==> config.mk <==
export PLATFORM = sky130hd
export DESIGN_NAME = nested_event_ctrl
export DESIGN_NICKNAME = d
export VERILOG_FILES = /design/src/rtl/nec_pkg.sv /design/src/rtl/nec_arb.sv /design/src/rtl/nec_latch.sv /design/src/rtl/nec_nest.sv /design/src/rtl/nested_event_ctrl.sv
export SDC_FILE = /design/constraint.sdc
export NUM_CORES = 1
export LEC_CHECK = 0
export BUFFER_PORTS_ARGS = -buffer_cell sky130_fd_sc_hd__buf_2
export CAP_MARGIN = 20
export CELL_PAD_IN_SITES_DETAIL_PLACEMENT = 0
export CELL_PAD_IN_SITES_GLOBAL_PLACEMENT = 2
export CORE_UTILIZATION = 33
export DETAILED_ROUTE_END_ITERATION = 8
export GPL_TIMING_DRIVEN = 0
export PLACE_DENSITY = 0.76
export SLEW_MARGIN = 15
export SYNTH_ARGS = -nofsm -noshare
export SYNTH_HDL_FRONTEND = slang
export SYNTH_SLANG_ARGS = --single-unit
export TNS_END_PERCENT = 20
==> constraint.sdc <==
create_clock -name clk_i -period 3.4 [get_ports clk_i]
set_input_delay 0.34 -clock clk_i [delete_from_list [all_inputs] [get_ports clk_i]]
set_output_delay 0.34 -clock clk_i [all_outputs]
set_load 0.005 [all_outputs]
==> src/rtl/nec_pkg.sv <==
package nec_pkg;
  localparam int unsigned NumEv = 16;
  localparam int unsigned IdxW  = $clog2(NumEv);

  typedef enum logic [1:0] {
    SEL_LATCH = 2'd0,
    SEL_MASK  = 2'd1,
    SEL_NEST  = 2'd2,
    SEL_NONE  = 2'd3
  } reg_sel_e;
endpackage

==> src/rtl/nec_arb.sv <==
module nec_arb #(
  parameter int unsigned N      = 16,
  parameter int unsigned N_SYS  = 5,
  parameter int unsigned GP_LO  = 7,
  localparam int unsigned IDX_W = $clog2(N)
) (
  input  logic [N-1:0]     latch_i,
  input  logic [N-1:0]     mask_i,
  input  logic             gie_i,
  input  logic [N-1:0]     nest_i,
  output logic             req_o,
  output logic [IDX_W-1:0] idx_o
);
  logic [N-1:0] elig, limit, cand, nest_low;

  for (genvar g = 0; g < N; g++) begin : g_elig
    if (g < N_SYS) begin : g_sys
      assign elig[g] = 1'b1;
    end else if (g < GP_LO) begin : g_msk
      assign elig[g] = mask_i[g];
    end else begin : g_gp
      assign elig[g] = mask_i[g] & gie_i;
    end
  end

  // only classes strictly more urgent than lowest active level
  assign nest_low = nest_i & (~nest_i + 1'b1);
  assign limit    = (nest_i == '0) ? '1 : nest_low - 1'b1;
  assign cand     = latch_i & elig & limit;
  assign req_o    = |cand;

  always_comb begin
    idx_o = '0;
    for (int i = N - 1; i >= 0; i--) begin
      if (cand[i]) idx_o = IDX_W'(i);
    end
  end
endmodule

==> src/rtl/nec_latch.sv <==
module nec_latch #(
  parameter int unsigned N      = 16,
  localparam int unsigned IDX_W = $clog2(N)
) (
  input  logic             clk_i,
  input  logic             rst_ni,
  input  logic [N-1:0]     ev_i,
  input  logic             wr_i,
  input  logic [N-1:0]     wdata_i,
  input  logic [N-1:0]     wmask_i,
  input  logic             acc_i,
  input  logic [IDX_W-1:0] acc_idx_i,
  output logic [N-1:0]     latch_o
);
  logic [N-1:0] latch_q, latch_d;

  // order: software write, then accept clear, then capture wins
  always_comb begin
    latch_d = latch_q;
    if (wr_i) latch_d = (latch_d & ~wmask_i) | (wdata_i & wmask_i);
    if (acc_i) latch_d[acc_idx_i] = 1'b0;
    latch_d = latch_d | ev_i;
  end

  always_ff @(posedge clk_i or negedge rst_ni) begin
    if (!rst_ni) latch_q <= '0;
    else         latch_q <= latch_d;
  end

  assign latch_o = latch_q;

  AST_CAPTURE_HOLDS: assert property (@(posedge clk_i) disable iff (!rst_ni)
    (ev_i != '0) |=> ((latch_q & $past(ev_i)) == $past(ev_i)));
  AST_PROTECTED_KEEP: assert property (@(posedge clk_i) disable iff (!rst_ni)
    (wr_i && !acc_i) |=> ((latch_q & ~$past(wmask_i)) & ~$past(ev_i)) ==
                         ($past(latch_q) & ~$past(wmask_i) & ~$past(ev_i)));
endmodule

==> src/rtl/nec_nest.sv <==
module nec_nest #(
  parameter int unsigned N      = 16,
  localparam int unsigned IDX_W = $clog2(N)
) (
  input  logic             clk_i,
  input  logic             rst_ni,
  input  logic             acc_i,
  input  logic [IDX_W-1:0] acc_idx_i,
  input  logic             ret_i,
  output logic [N-1:0]     nest_o
);
  logic [N-1:0] nest_q, nest_d, low;

  assign low = nest_q & (~nest_q + 1'b1);

  always_comb begin
    nest_d = nest_q;
    if (ret_i) nest_d = nest_d & ~low;
    if (acc_i) nest_d[acc_idx_i] = 1'b1;
  end

  always_ff @(posedge clk_i or negedge rst_ni) begin
    if (!rst_ni) nest_q <= '0;
    else         nest_q <= nest_d;
  end

  assign nest_o = nest_q;

  AST_RET_DROPS_ONE: assert property (@(posedge clk_i) disable iff (!rst_ni)
    (ret_i && !acc_i && nest_q != '0) |=>
      ($countones(nest_q) + 1 == $countones($past(nest_q))));
  AST_ACC_SETS_NEST: assert property (@(posedge clk_i) disable iff (!rst_ni)
    acc_i |=> nest_q[$past(acc_idx_i)]);
endmodule

==> src/rtl/nested_event_ctrl.sv <==
module nested_event_ctrl
  import nec_pkg::*;
#(
  parameter int unsigned N      = NumEv,
  parameter int unsigned N_SYS  = 5,
  parameter int unsigned GP_LO  = 7,
  localparam int unsigned IDX_W = $clog2(N)
) (
  input  logic             clk_i,
  input  logic             rst_ni,
  input  logic [N-1:0]     ev_req_i,
  input  logic             gie_set_i,
  input  logic             gie_clr_i,
  input  logic             sup_mode_i,
  input  logic             reg_wr_i,
  input  logic [1:0]       reg_sel_i,
  input  logic [N-1:0]     reg_wdata_i,
  output logic [N-1:0]     reg_rdata_o,
  output logic             vec_req_o,
  output logic [IDX_W-1:0] vec_idx_o,
  input  logic             vec_ack_i,
  input  logic             ret_i
);
  reg_sel_e     sel;
  logic [N-1:0] mask_q, latch, nest;
  logic         gie_q, acc, wr_latch, wr_mask;

  assign sel      = reg_sel_e'(reg_sel_i);
  assign wr_latch = reg_wr_i & sup_mode_i & (sel == SEL_LATCH);
  assign wr_mask  = reg_wr_i & sup_mode_i & (sel == SEL_MASK);
  assign acc      = vec_ack_i & vec_req_o;

  always_ff @(posedge clk_i or negedge rst_ni) begin
    if (!rst_ni) begin
      mask_q <= '0;
      gie_q  <= 1'b0;
    end else begin
      if (wr_mask) mask_q <= reg_wdata_i;
      if (gie_clr_i)      gie_q <= 1'b0;
      else if (gie_set_i) gie_q <= 1'b1;
    end
  end

  nec_latch #(.N(N)) u_latch (
    .clk_i     (clk_i),
    .rst_ni    (rst_ni),
    .ev_i      (ev_req_i),
    .wr_i      (wr_latch),
    .wdata_i   (reg_wdata_i),
    .wmask_i   (~mask_q),
    .acc_i     (acc),
    .acc_idx_i (vec_idx_o),
    .latch_o   (latch)
  );

  nec_nest #(.N(N)) u_nest (
    .clk_i     (clk_i),
    .rst_ni    (rst_ni),
    .acc_i     (acc),
    .acc_idx_i (vec_idx_o),
    .ret_i     (ret_i),
    .nest_o    (nest)
  );

  nec_arb #(.N(N), .N_SYS(N_SYS), .GP_LO(GP_LO)) u_arb (
    .latch_i (latch),
    .mask_i  (mask_q),
    .gie_i   (gie_q),
    .nest_i  (nest),
    .req_o   (vec_req_o),
    .idx_o   (vec_idx_o)
  );

  always_comb begin
    reg_rdata_o = '0;
    if (sup_mode_i) begin
      unique case (sel)
        SEL_LATCH: reg_rdata_o = latch;
        SEL_MASK:  reg_rdata_o = mask_q;
        SEL_NEST:  reg_rdata_o = nest;
        default:   reg_rdata_o = '0;
      endcase
    end
  end

  AST_REQ_IS_LATCHED: assert property (@(posedge clk_i) disable iff (!rst_ni)
    vec_req_o |-> latch[vec_idx_o]);
  AST_REQ_OUTRANKS: assert property (@(posedge clk_i) disable iff (!rst_ni)
    vec_req_o |-> ((nest & ((N)'(1) << vec_idx_o)) == '0) &&
                  ((nest & (((N)'(1) << vec_idx_o) - 1'b1)) == '0));
  AST_GIE_GATES_GP: assert property (@(posedge clk_i) disable iff (!rst_ni)
    (vec_req_o && !gie_q) |-> (32'(vec_idx_o) < GP_LO));
  AST_MASK_USER_STABLE: assert property (@(posedge clk_i) disable iff (!rst_ni)
    !sup_mode_i |=> $stable(mask_q));
  AST_GIE_CLR_WINS: assert property (@(posedge clk_i) disable iff (!rst_ni)
    gie_clr_i |=> !gie_q);
  AST_USER_READ_ZERO: assert property (@(posedge clk_i) disable iff (!rst_ni)
    !sup_mode_i |-> (reg_rdata_o == '0));
endmodule

After elaboration in Yosys (flattened, before gate mapping)
Index checks and enable logic that the tools add are counted.
- add/sub/neg operators: 2
- multipliers: 0
- divide/modulo/power cells: 0
- order comparisons: 2
- equality and inequality tests: 2
- shift operators: 0
- multiplexer cells: 27
- bitwise gates (word level): 28
- reduce and logical (&&, ||, !) cells: 5
- operators by type and width (operator ; number):
    AND 16 bit ; 7
    2-to-1 mux 16 bit ; 6
    inverter 16 bit ; 5
    2-to-1 mux 4 bit ; 16
    bitwise OR 16 bit ; 3
    one-hot mux 16 bit (3 select lines) ; 1
    adder 16 x 1 -> 16 bit (second input constant) ; 1
    zero test 16 bit ; 1
    OR reduction 16 bit ; 1
    subtractor 16 x 1 -> 16 bit (second input constant) ; 1
    AND 1 bit ; 13
    < comparator 4 x 5 -> 1 bit (second input constant) ; 1
    demux 1 bit (select 4 bit) ; 1
    greater-or-equal comparator 4 x 1 -> 1 bit (second input constant) ; 1
    2-to-1 mux 1 bit ; 3
    equality test 2 x 1 -> 1 bit (second input constant) ; 1
    equality test 2 bit (second input constant) ; 1
    zero test 2 bit ; 1
    nonzero test 2 bit ; 1
    logical AND 1 bit ; 1
- flip-flop bits (word level): 49
- latch bits: 0
- RAM bits: 0
- bits in read-only memories: 0
- input port bits: 42
- output and inout port bits: 21
- memories kept: 0

Logic depth before layout (Yosys ltp)
Gate-level depths: netlist of run 1.
- depth after elaboration: 30
- depth in mapped cells: 9
- depth with buffers taken out: 7

Modules after synthesis
Synthesis of run 1 repeated with hierarchy kept, for this count alone.
- cells, all modules: 347
- area, all modules: 3588.4 µm²
- modules (own cells, without submodules) (module ; times used ; cells each ; area an instance (µm²) ; sequential area each (µm²)):
    nested_event_ctrl ; 1 ; 114 ; 1237.4 ; 425.4
    nec_latch ; 1 ; 89 ; 1114.8 ; 400.4
    nec_nest ; 1 ; 71 ; 733.2 ; 400.4
    nec_arb ; 1 ; 73 ; 503.0 ; 0.0

Worst setup path after synthesis of run 1
OpenSTA, ideal clock, no wires.
- kind: register -> output
- start: register u_nest.nest_q[6], in the netlist u_nest.nest_o[6]
- end: output vec_idx_o[0]
- arrival time: 2.259 ns
- data required time: 3.060 ns
- slack: 0.801 ns
- stages on the path, launching flop included: 8
- buffers on the path: 1
- cells stage by stage: dfrtp_1 -> buf_2 -> or4b_1 -> or3_1 -> or4b_4 -> a31oi_4 -> nor2_1 -> nor2_1
- word-level cells in the longest chain between the ends: 22
- RTL lines (what ; line ; source):
    start, declared ; nec_nest.sv:12 ; logic [N-1:0] nest_q, nest_d, low;
    start signal, assigned ; nec_nest.sv:24 ; else nest_q <= nest_d;
    inverter 16 bit ; nec_arb.sv:27 ; assign nest_low = nest_i & (~nest_i + 1'b1);
    adder 16 x 1 -> 16 bit ; nec_arb.sv:27 ;
    AND 16 bit ; nec_arb.sv:27 ;
    subtractor 16 x 1 -> 16 bit ; nec_arb.sv:28 ; assign limit = (nest_i == '0) ? '1 : nest_low - 1'b1;
    2-to-1 mux 16 bit * ; nec_arb.sv:28 ;
    AND 16 bit * ; nec_arb.sv:29 ; assign cand = latch_i & elig & limit;
    2-to-1 mux 4 bit (15 in a row) ; nec_arb.sv:35 ; if (cand[i]) idx_o = IDX_W'(i);
    2-to-1 mux 4 bit * ; nec_arb.sv:35 ;
    end, declared ; nested_event_ctrl.sv:20 ; output logic [IDX_W-1:0] vec_idx_o,
Mark *: on every way between the ends. The rest lies on a longest branch, timed or not.

Final worst setup path of run 1
Ends and elaborated chain as after synthesis.

==> results of run 1 <==
[timing repair]
action                    CTS  global route
hold endpoints to repair   14             0
resized for setup           0             0
hold buffers                1             0
[through the flow]
stage	cells	total power [uW]
floorplan	338	1540
global placement	505	1880
detailed placement	507	1890
CTS	515	2250
global route	515	2410
finish	515	2230
[cells in the mapped netlist, types with 4 or more instances]
library cell,n,area [um^2]
mux2_2,16,180
a21oi_1,4,20.0
or2_2,4,25.0
inv_1,5,18.8
o21ai_1,4,20.0
nand2b_1,5,31.3
o21bai_1,17,128
o21ai_0,30,150
nor3_1,6,30.0
clkbuf_1,10,37.5
and2_1,18,113
nand3_1,6,30.0
nand2_1,29,109
or3_1,6,37.5
nor2_1,44,165
mux2i_1,32,320
dfrtp_1,49,1230
a21o_1,7,52.6
[kinds of logic after synthesis]
logic type,after synthesis
simple gates,140
compound gates,82
buf+inv,19
mux,48
flops,49
[power by group through the flow]
stage / clock (uW) / sequential, uW / combinational [uW]
CTS: 358 / 816 / 1070
detailed placement: 0 / 828 / 1070
floorplan: 0 / 787 / 748
finish: 349 / 819 / 1060
global placement: 0 / 824 / 1050
global route: 382 / 837 / 1190
[state kept, by name, indices dropped and copies added (netlist names)]
| name | flops |
|---|---|
| u_latch.latch_o | 16 |
| mask_q | 16 |
| u_nest.nest_o | 16 |
| gie_q | 1 |
[path summary, 6_finish.rpt]
check	from	end	slack [ps]	depth (start not counted)
max	u_nest.nest_o[6]	vec_idx_o[0]	210	8
min	gie_clr_i	gie_q	180	2
max reg2reg	u_nest.nest_o[6]	u_latch.latch_o[7]	460	8
min reg2reg	u_nest.nest_o[14]	u_nest.nest_o[14]	530	1
max in group asynchronous	rst_ni	mask_q[12]	2290	4
min in group asynchronous	rst_ni	mask_q[5]	500	2
[cell type report]
cell class	count	area share (%)
Multi-Input combinational cell	270	48.7
Buffer	14	1.54
Tap cell	108	3.68
Inverter	5	0.512
Sequential cell	49	33.4
Clock buffer	7	2.35
Timing Repair Buffer	62	9.83
[routing by layer]
| layer | global-route usage, % | routed length, um | vias to the layer above | part of all wire, % |
|---|---|---|---|---|
| met5 | 0 | 0 | - | 0 |
| met4 | 3.33 | 30 | 0 | 0.33 |
| met3 | 2.70 | 254 | 2 | 2.8 |
| met2 | 32.9 | 4340 | 47 | 48 |
| met1 | 25.8 | 4410 | 1330 | 49 |
| li1 | - | - | 1359 | - |
[worst reg2reg max path: stages, from the launching register on]
cell and delay (ps):
dfrtp_1 370, buf_2 170, or4b_1 570, or3_1 360
or4b_4 560, a31oi_4 250, nand3b_2 250, nor2_1 210
o21bai_1 90
==> impl_metrics.tcl, run 1 <==
set metrics [dict create \
    status "complete, no violations" \
    power.internal_uw 1300 \
    layout_commonest_cell "buf_2" \
    placed_area_um2 3570 \
    netlist_area_um2 3090 \
    yosys_warnings 0 \
    synthArstFlopShare_pct 100 \
    synth-edff-count 0 \
    powerDensity_nw_per_um2 608 \
    fp-row-count 34 \
    end_kind "primary output" \
    place.gp.congestion 0.848 \
    relSlewSlack_pct 44.5 \
    final_area_um2 3670 \
    min_path_type "in -> reg" \
    power.share.switching_pct 41.9 \
    nets 449 \
    drc 0 \
    hold_ws_ps 180 \
    diodes 0 \
    rsz0062_at_grt "no" \
    clk_pin_slew_ps 90 \
    start_util_pct 34.7 \
    io_buffers 59 \
    crit_arrival_ps 2850 \
    core_um2 8890 \
    final_core_util_pct 41.2 \
    ioPinCount 63 \
    clock_path_buffers 2 \
    antenna_found_initial 0 \
    leakage_uw 0.00175 \
    path_max_fanout 10 \
    finClkSkew_ps 6.25 \
    avgSynthCellArea_um2 9.13 \
    yosys.area_share.simple_pct 23.6 \
    grt_max_degree 20 \
    cts-root-buf "clkbuf_8" \
    final_cell_mix "62 x buf_2, 49 x dfrtp_1, 44 x nor2_1" \
    ant_nets 0 \
    syn_nets 380 \
    pwr-share-seq_pct 36.7 \
    cp_top_family "simple AND/OR/NAND/NOR gates" \
    synth_top_family_by_area "simple AND/OR/NAND/NOR gates" \
    cts_tree "built" \
    critPathBufInv 2 \
    die_height_um 98.7 \
    hpwl_mm 6.93 \
    hold_viol 0 \
    path_class "reg -> out" \
    cp-start-kind "flop" \
    htreeDepth 2 \
    syn_to_final_growth_pct 18.9 \
    switching_power_uw 934 \
    grt_pass1_wl_mm 14.4 \
    cts_sinks 49 \
    synthAdderAreaFrac_pct 0 \
    vias 2738 \
    multi_input_area_um2 1780 \
    maxCapViolCount 0 \
    drt_iter0_markers 96 \
    final_layout_size_suffix_gt1_share_pct 23.8 \
    synth_compound_area_share_pct 18.0 \
    numCtsBuffers 5 \
    crit_slowest_cell "or4b_1" \
    synthFlopType "dfrtp_1" \
    pwr-share-clk_pct 15.7 \
    grt_pass1_vias 2718 \
    synth_xor_xnor_area_share_pct 0 \
    drt_pass1_iterations 4 \
    slew_violations 0 \
    synth_cell_types 51 \
    combPwrFrac_pct 47.6 \
    setup_viol 0 \
    critPathRequiredTime_ps 3060 \
    die_x_um 98.7 \
    finalCritPeriodShare_pct 93.7 \
    clk_latency_ps 300 \
    peakVddDrop_mv 0.196 \
    grt_usage_pct 19.1 \
    fin_tns_setup_ps 0 \
    routed_wl_mm 9.04 \
    fill_cells 955 \
    die-area_um2 9740 \
    path_cells "buf_2 > or4b_1 > or3_1 > or4b_4 > a31oi_4 > nor2_1 > nor2_1 > buf_2" \
    ys_seq_area_share_pct 39.7 \
    post-place-ws_ps 495 \
    clock.fmax_mhz 314 \
    tightestPinTransition_ps 833 \
    wl_per_cell_um 17.5 \
    seqCellArea_um2 1230 \
    fin_ws_ps 214 \
    ys_ff_latch 49 \
    vias_per_cell 5.32 \
    cp_slowest_stage_delay_ps 570 \
    period_minus_slack_ps 3190 \
    netlist_instances 338 \
    cts_setup_buffers 0 \
    grt_overflow_total 0 \
    synthMuxAreaShare_pct 16.2 \
]
Power figures use the tool's default switching activity.
==> run 2, diff against run 1 <==
--- a/config.mk
+++ b/config.mk
@@ -5,10 +5,11 @@
 export SDC_FILE = /design/constraint.sdc
 export NUM_CORES = 1
 export LEC_CHECK = 0
-export BUFFER_PORTS_ARGS = -buffer_cell sky130_fd_sc_hd__buf_2
+export BUFFER_PORTS_ARGS = -buffer_cell sky130_fd_sc_hd__buf_4
 export CAP_MARGIN = 20
 export CELL_PAD_IN_SITES_DETAIL_PLACEMENT = 0
 export CELL_PAD_IN_SITES_GLOBAL_PLACEMENT = 2
+export CORE_ASPECT_RATIO = 0.75
 export CORE_UTILIZATION = 33
 export DETAILED_ROUTE_END_ITERATION = 8
 export GPL_TIMING_DRIVEN = 0
==> run 2 against run 1 <==
- non-clock buffer count is 3 lower
- first-iteration DRC count increased by 21%
- register-to-register slack about the same
- via count rose by 0.11%
- clock-buffer cell count rose by 1
- largest cell class unchanged
==> impl_metrics.tcl, run 2 (synthesis gave the netlist of run 1 again) <==
set metrics [dict create \
    die-area_um2 9740 \
    placed_area_um2 3690 \
    clock_path_buffers 2 \
    power.internal_uw 1440 \
    numCtsBuffers 5 \
    powerDensity_nw_per_um2 628 \
    r2r-end "u_latch.latch_o[7]" \
    drt_iter0_markers 116 \
    grt_pass1_wl_mm 14.5 \
    rr_worst_depth 9 \
    grt_pass1_vias 2726 \
    drt_pass1_iterations 4 \
    start_util_pct 34.1 \
    vias 2741 \
    antenna_found_initial 0 \
    syn_to_final_growth_pct 24.0 \
    hpwl_mm 6.81 \
    die_height_um 85.7 \
    diodes 0 \
    grt_overflow_total 0 \
    leakage_uw 0.00178 \
    final_cell_mix "59 x buf_4, 49 x dfrtp_1, 44 x nor2_1" \
    rr_startpoint "u_nest.nest_o[0]" \
    nets 446 \
    fill_cells 946 \
    fp-row-count 30 \
    fin_tns_setup_ps 0 \
    htreeDepth 2 \
    cts_sinks 49 \
    maxCapViolCount 0 \
    period_minus_slack_ps 3220 \
    crit_arrival_ps 2880 \
    die_x_um 114 \
    end_kind "primary output" \
    finalCritPeriodShare_pct 94.7 \
    switching_power_uw 961 \
    pwr-share-seq_pct 34.0 \
    clk_latency_ps 290 \
    pwr-share-clk_pct 20.4 \
    layout_commonest_cell "buf_4" \
    rsz0062_at_grt "no" \
    r2r_slack_ps 450 \
    hold_viol 0 \
    critPathRequiredTime_ps 3060 \
    tightestPinTransition_ps 767 \
    cts_setup_buffers 0 \
    clock.fmax_mhz 311 \
    hold_buffers 0 \
    ioPinCount 63 \
    relSlewSlack_pct 48.9 \
    setup_viol 0 \
    slew_violations 0 \
    ant_nets 0 \
    combPwrFrac_pct 45.6 \
    grt_usage_pct 19.7 \
    core_um2 9050 \
    path_class "reg -> out" \
    path_max_fanout 9 \
    min_path_type "in -> async" \
    drc 0 \
    grt_max_degree 50 \
    wl_per_cell_um 17.0 \
    routed_wl_mm 9.08 \
    clk_pin_slew_ps 70 \
    ctsResizeCount 0 \
    cts_tree "built" \
    io_buffers 59 \
    final_layout_size_suffix_gt1_share_pct 23.2 \
    status "complete, no violations" \
    cts-root-buf "clkbuf_16" \
    place.gp.congestion 0.825 \
    peakVddDrop_mv 0.277 \
    final_area_um2 3820 \
    finClkSkew_ps 5.42 \
    power.share.switching_pct 40.0 \
    vias_per_cell 5.14 \
    cp-start-kind "flop" \
]
[run 2: cell count changes in the layout (fill, tap and decap cells not counted)]
cell | before | now
buf_16 | 2 | 0
clkbuf_1 | 11 | 13
clkbuf_16 | 0 | 5
clkbuf_8 | 6 | 0
buf_2 | 62 | 3
dlygate4sd3_1 | 1 | 0
buf_4 | 0 | 59
[run 2: layer usage]
metal | wire length (um) | vias up | GRT usage [%]
li1 | - | 1350 | -
met1 | 4790 | 1330 | 29.2
met2 | 3860 | 54 | 30.6
met3 | 372 | 7 | 2.97
met4 | 55 | 0 | 3.95
met5 | 0 | - | 0
[run 2: critical path: stages (launching register included)]
cell	delay [ps]
dfrtp_1	350
buf_2	160
or3_1	310
clkbuf_1	190
or3_1	420
or4b_4	570
a31oi_4	270
nor2_1	70
nor2_1	120
buf_4	120
[run 2: final cells by class]
class | count | area (um^2) | area share (%)
sequential | 49 | 1230 | 32.1
tap | 128 | 160 | 4.19
buffer | 14 | 56.3 | 1.47
inverter | 5 | 18.8 | 0.491
multi-input combinational | 270 | 1780 | 46.6
clock buffer | 8 | 136 | 3.57
timing repair buffer | 59 | 443 | 11.6
[run 2: per-stage QoR]
stage | util, % | instances | setup slack, ps | hold WS [ps] | total power (uW)
floorplan | - | 338 | 801 | 44.4 | 1540
global placement | 40.8 | 525 | 487 | 422 | 1920
detailed placement | 40.8 | 525 | 480 | 418 | 1920
CTS | 42.3 | 533 | 151 | 108 | 2420
global route | 42.3 | 533 | 36.0 | 139 | 2580
finish | 42.3 | 533 | 181 | 81.4 | 2400
[run 2: power groups by stage]
stage | sequential [uW] | combinational [uW] | clock, uW
finish | 817 | 1100 | 489
global route | 838 | 1220 | 522
CTS | 815 | 1100 | 501
detailed placement | 826 | 1100 | 0
global placement | 823 | 1090 | 0
floorplan | 787 | 748 | 0
[run 2: worst max-delay path by stage]
stage | from | slack (ps) | to
after global routing | u_nest.nest_o[0] | 40 | vec_idx_o[0]
after detailed placement | u_nest.nest_o[0] | 480 | vec_idx_o[0]
after global placement | u_nest.nest_o[0] | 490 | vec_idx_o[0]
after CTS | u_nest.nest_o[0] | 150 | vec_idx_o[0]
after floorplan | u_nest.nest_o[6] | 800 | vec_idx_o[0]
final | u_nest.nest_o[0] | 180 | vec_idx_o[0]
==> run 3, diff against run 2 <==
--- a/config.mk
+++ b/config.mk
@@ -10,10 +10,12 @@
 export CELL_PAD_IN_SITES_DETAIL_PLACEMENT = 0
 export CELL_PAD_IN_SITES_GLOBAL_PLACEMENT = 2
 export CORE_ASPECT_RATIO = 0.75
+export CORE_MARGIN = 1.5
 export CORE_UTILIZATION = 33
 export DETAILED_ROUTE_END_ITERATION = 8
 export GPL_TIMING_DRIVEN = 0
 export PLACE_DENSITY = 0.76
+export SETUP_SLACK_MARGIN = 0.2
 export SLEW_MARGIN = 15
 export SYNTH_ARGS = -nofsm -noshare
 export SYNTH_HDL_FRONTEND = slang
==> run 3 against run 2 <==
- register-to-register slack improved by 40 ps
- global-route usage fell by 0.12 points
- final cell count did not move
- combinational power rose by 5%
- clock skew rose by 0.83 ps
- setup slack improved by 95 ps
- critical path depth fell by 1
- critical path type unchanged
- wire length rose by 0.81%
- clock power rose by 3%
- critical endpoint unchanged
- power rose by 2.8%
- non-clock buffer count rose by 1
==> impl_metrics.tcl, run 3 (synthesis gave the netlist of run 1 again) <==
set metrics [dict create \
    setup_viol 0 \
    path_cells "buf_4 > or4b_4 > or3_4 > or4b_4 > a31oi_4 > nor2_1 > nor2_1 > buf_4" \
    finalCritPeriodShare_pct 91.9 \
    peakVddDrop_mv 0.267 \
    grt_use_met1_pct 29.6 \
    pwr-share-clk_pct 20.4 \
    cts_sinks 49 \
    end_kind "primary output" \
    cts-root-buf "clkbuf_16" \
    ant_nets 0 \
    slew_violations 0 \
    hold_buffers 0 \
    numCtsBuffers 5 \
    tightestPinTransition_ps 920 \
    clock_path_buffers 2 \
    critPathRequiredTime_ps 3060 \
    hold_viol 0 \
    min_path_type "in -> async" \
    drc 0 \
    cp_slowest_stage_delay_ps 540 \
    period_minus_slack_ps 3120 \
    fill_cells 915 \
    die-area_um2 9950 \
    routed_wl_mm 9.16 \
    grt_pass1_wl_mm 14.6 \
    path_depth 8 \
    grt_busiest_layer "met1" \
    wl_per_cell_um 17.2 \
    maxCapViolCount 0 \
    combPwrFrac_pct 46.5 \
    rsz0062_at_grt "no" \
    hpwl_mm 6.83 \
    critPathBufInv 2 \
    status "complete, no violations" \
    met3_usage_pct 3.57 \
    power.internal_uw 1490 \
    path_max_fanout 10 \
    die_height_um 86.7 \
    diodes 0 \
    die_x_um 115 \
    htreeDepth 2 \
    global_route.usage.met2_pct 28.9 \
    relSlewSlack_pct 38.7 \
    multi_input_area_um2 1790 \
    clk_pin_slew_ps 70 \
    syn_to_final_growth_pct 25.0 \
    powerDensity_nw_per_um2 640 \
    cp-start-kind "flop" \
    crit_arrival_ps 2780 \
    leakage_uw 0.00180 \
    cp_top_family "simple AND/OR/NAND/NOR gates" \
    switching_power_uw 978 \
    path_class "reg -> out" \
    antenna_found_initial 0 \
    ioPinCount 63 \
    io_buffers 59 \
    vias 2707 \
    drt_pass1_iterations 4 \
    vias_per_cell 5.08 \
    finClkSkew_ps 6.25 \
    final_layout_size_suffix_gt1_share_pct 24.7 \
    grt_max_degree 50 \
    seqCellArea_um2 1230 \
    nets 447 \
    fp-row-count 30 \
    clock.fmax_mhz 320 \
    place.gp.congestion 0.821 \
    clk_latency_ps 290 \
    rr_worst_depth 9 \
    grt_pass1_vias 2653 \
    crit_slowest_cell "or4b_4" \
    core_um2 9050 \
    cts_tree "built" \
    post-place-ws_ps 475 \
    start_util_pct 34.1 \
    pwr-share-seq_pct 33.1 \
    grt_overflow_total 0 \
    final_cell_mix "63 x buf_4, 49 x dfrtp_1, 44 x nor2_1" \
    grt_usage_pct 19.6 \
    drt_iter0_markers 93 \
    fin_ws_ps 275 \
    power.share.switching_pct 39.6 \
    fin_tns_setup_ps 0 \
    layout_commonest_cell "buf_4" \
]
run 3: changes by cell type in the layout (fill, tap and decap cells not counted):
cell,change
buf_2,-2
buf_4,+4
clkbuf_1,-4
clkbuf_2,+1
clkbuf_8,+1
or3_1,-1
or3_4,+1
or4b_1,-1
or4b_4,+1
run 3: layout make-up:
class	instances	area share [%]
tap	128	4.15
multi-input combinational	270	46.5
inverter	5	0.487
sequential	49	31.8
clock buffer	7	3.70
timing repair buffer	60	11.7
buffer	14	1.72
run 3: power by group through the flow:
stage	Combinational, uW	Sequential, uW	Clock [uW]
2_1_floorplan	748	787	0
3_3_place_gp	1090	823	0
3_5_place_dp	1090	826	0
4_1_cts	1120	814	517
5_1_grt	1260	839	544
6_report	1150	817	504
run 3: path summary, 6_finish.rpt:
check	startpoint	endpoint	slack (ps)
worst max-delay path	u_nest.nest_o[6]	vec_idx_o[0]	280
worst min-delay path	rst_ni	u_latch.latch_o[6]	80
worst max register to register	u_nest.nest_o[6]	u_latch.latch_o[9]	490
worst min register to register	u_nest.nest_o[2]	u_nest.nest_o[2]	530
max in group asynchronous	rst_ni	u_latch.latch_o[12]	2880
min in group clk_i	gie_clr_i	gie_q	200
run 3: routing by layer:
| layer | up-vias | part of all wire [%] | wire (um) |
|---|---|---|---|
| li1 | 1358 | - | - |
| met1 | 1291 | 54 | 4950 |
| met4 | 0 | 0.87 | 80 |
| met2 | 51 | 42 | 3810 |
| met5 | - | 0 | 0 |
| met3 | 7 | 3.4 | 308 |
run 3: timing repair:
action | in CTS | in global routing
pin swaps | 1 | 3
resized for setup | 0 | 13
setup endpoints to repair | 1 | 1
buffers inserted | 1 | 0
cloned | 0 | 0
run 3: through the flow:
stage / total power, uW / cell area [um^2] / hold slack [ps] / cells / utilization (%)
4_1_cts: 2450 / 3840 / 113 / 533 / 42.4
2_1_floorplan: 1540 / 3090 / 44.4 / 338 / -
5_1_grt: 2640 / 3860 / 135 / 533 / 42.6
3_3_place_gp: 1910 / 3690 / 420 / 525 / 40.8
6_report: 2470 / 3860 / 80.1 / 533 / 42.6
3_5_place_dp: 1920 / 3690 / 426 / 525 / 40.8
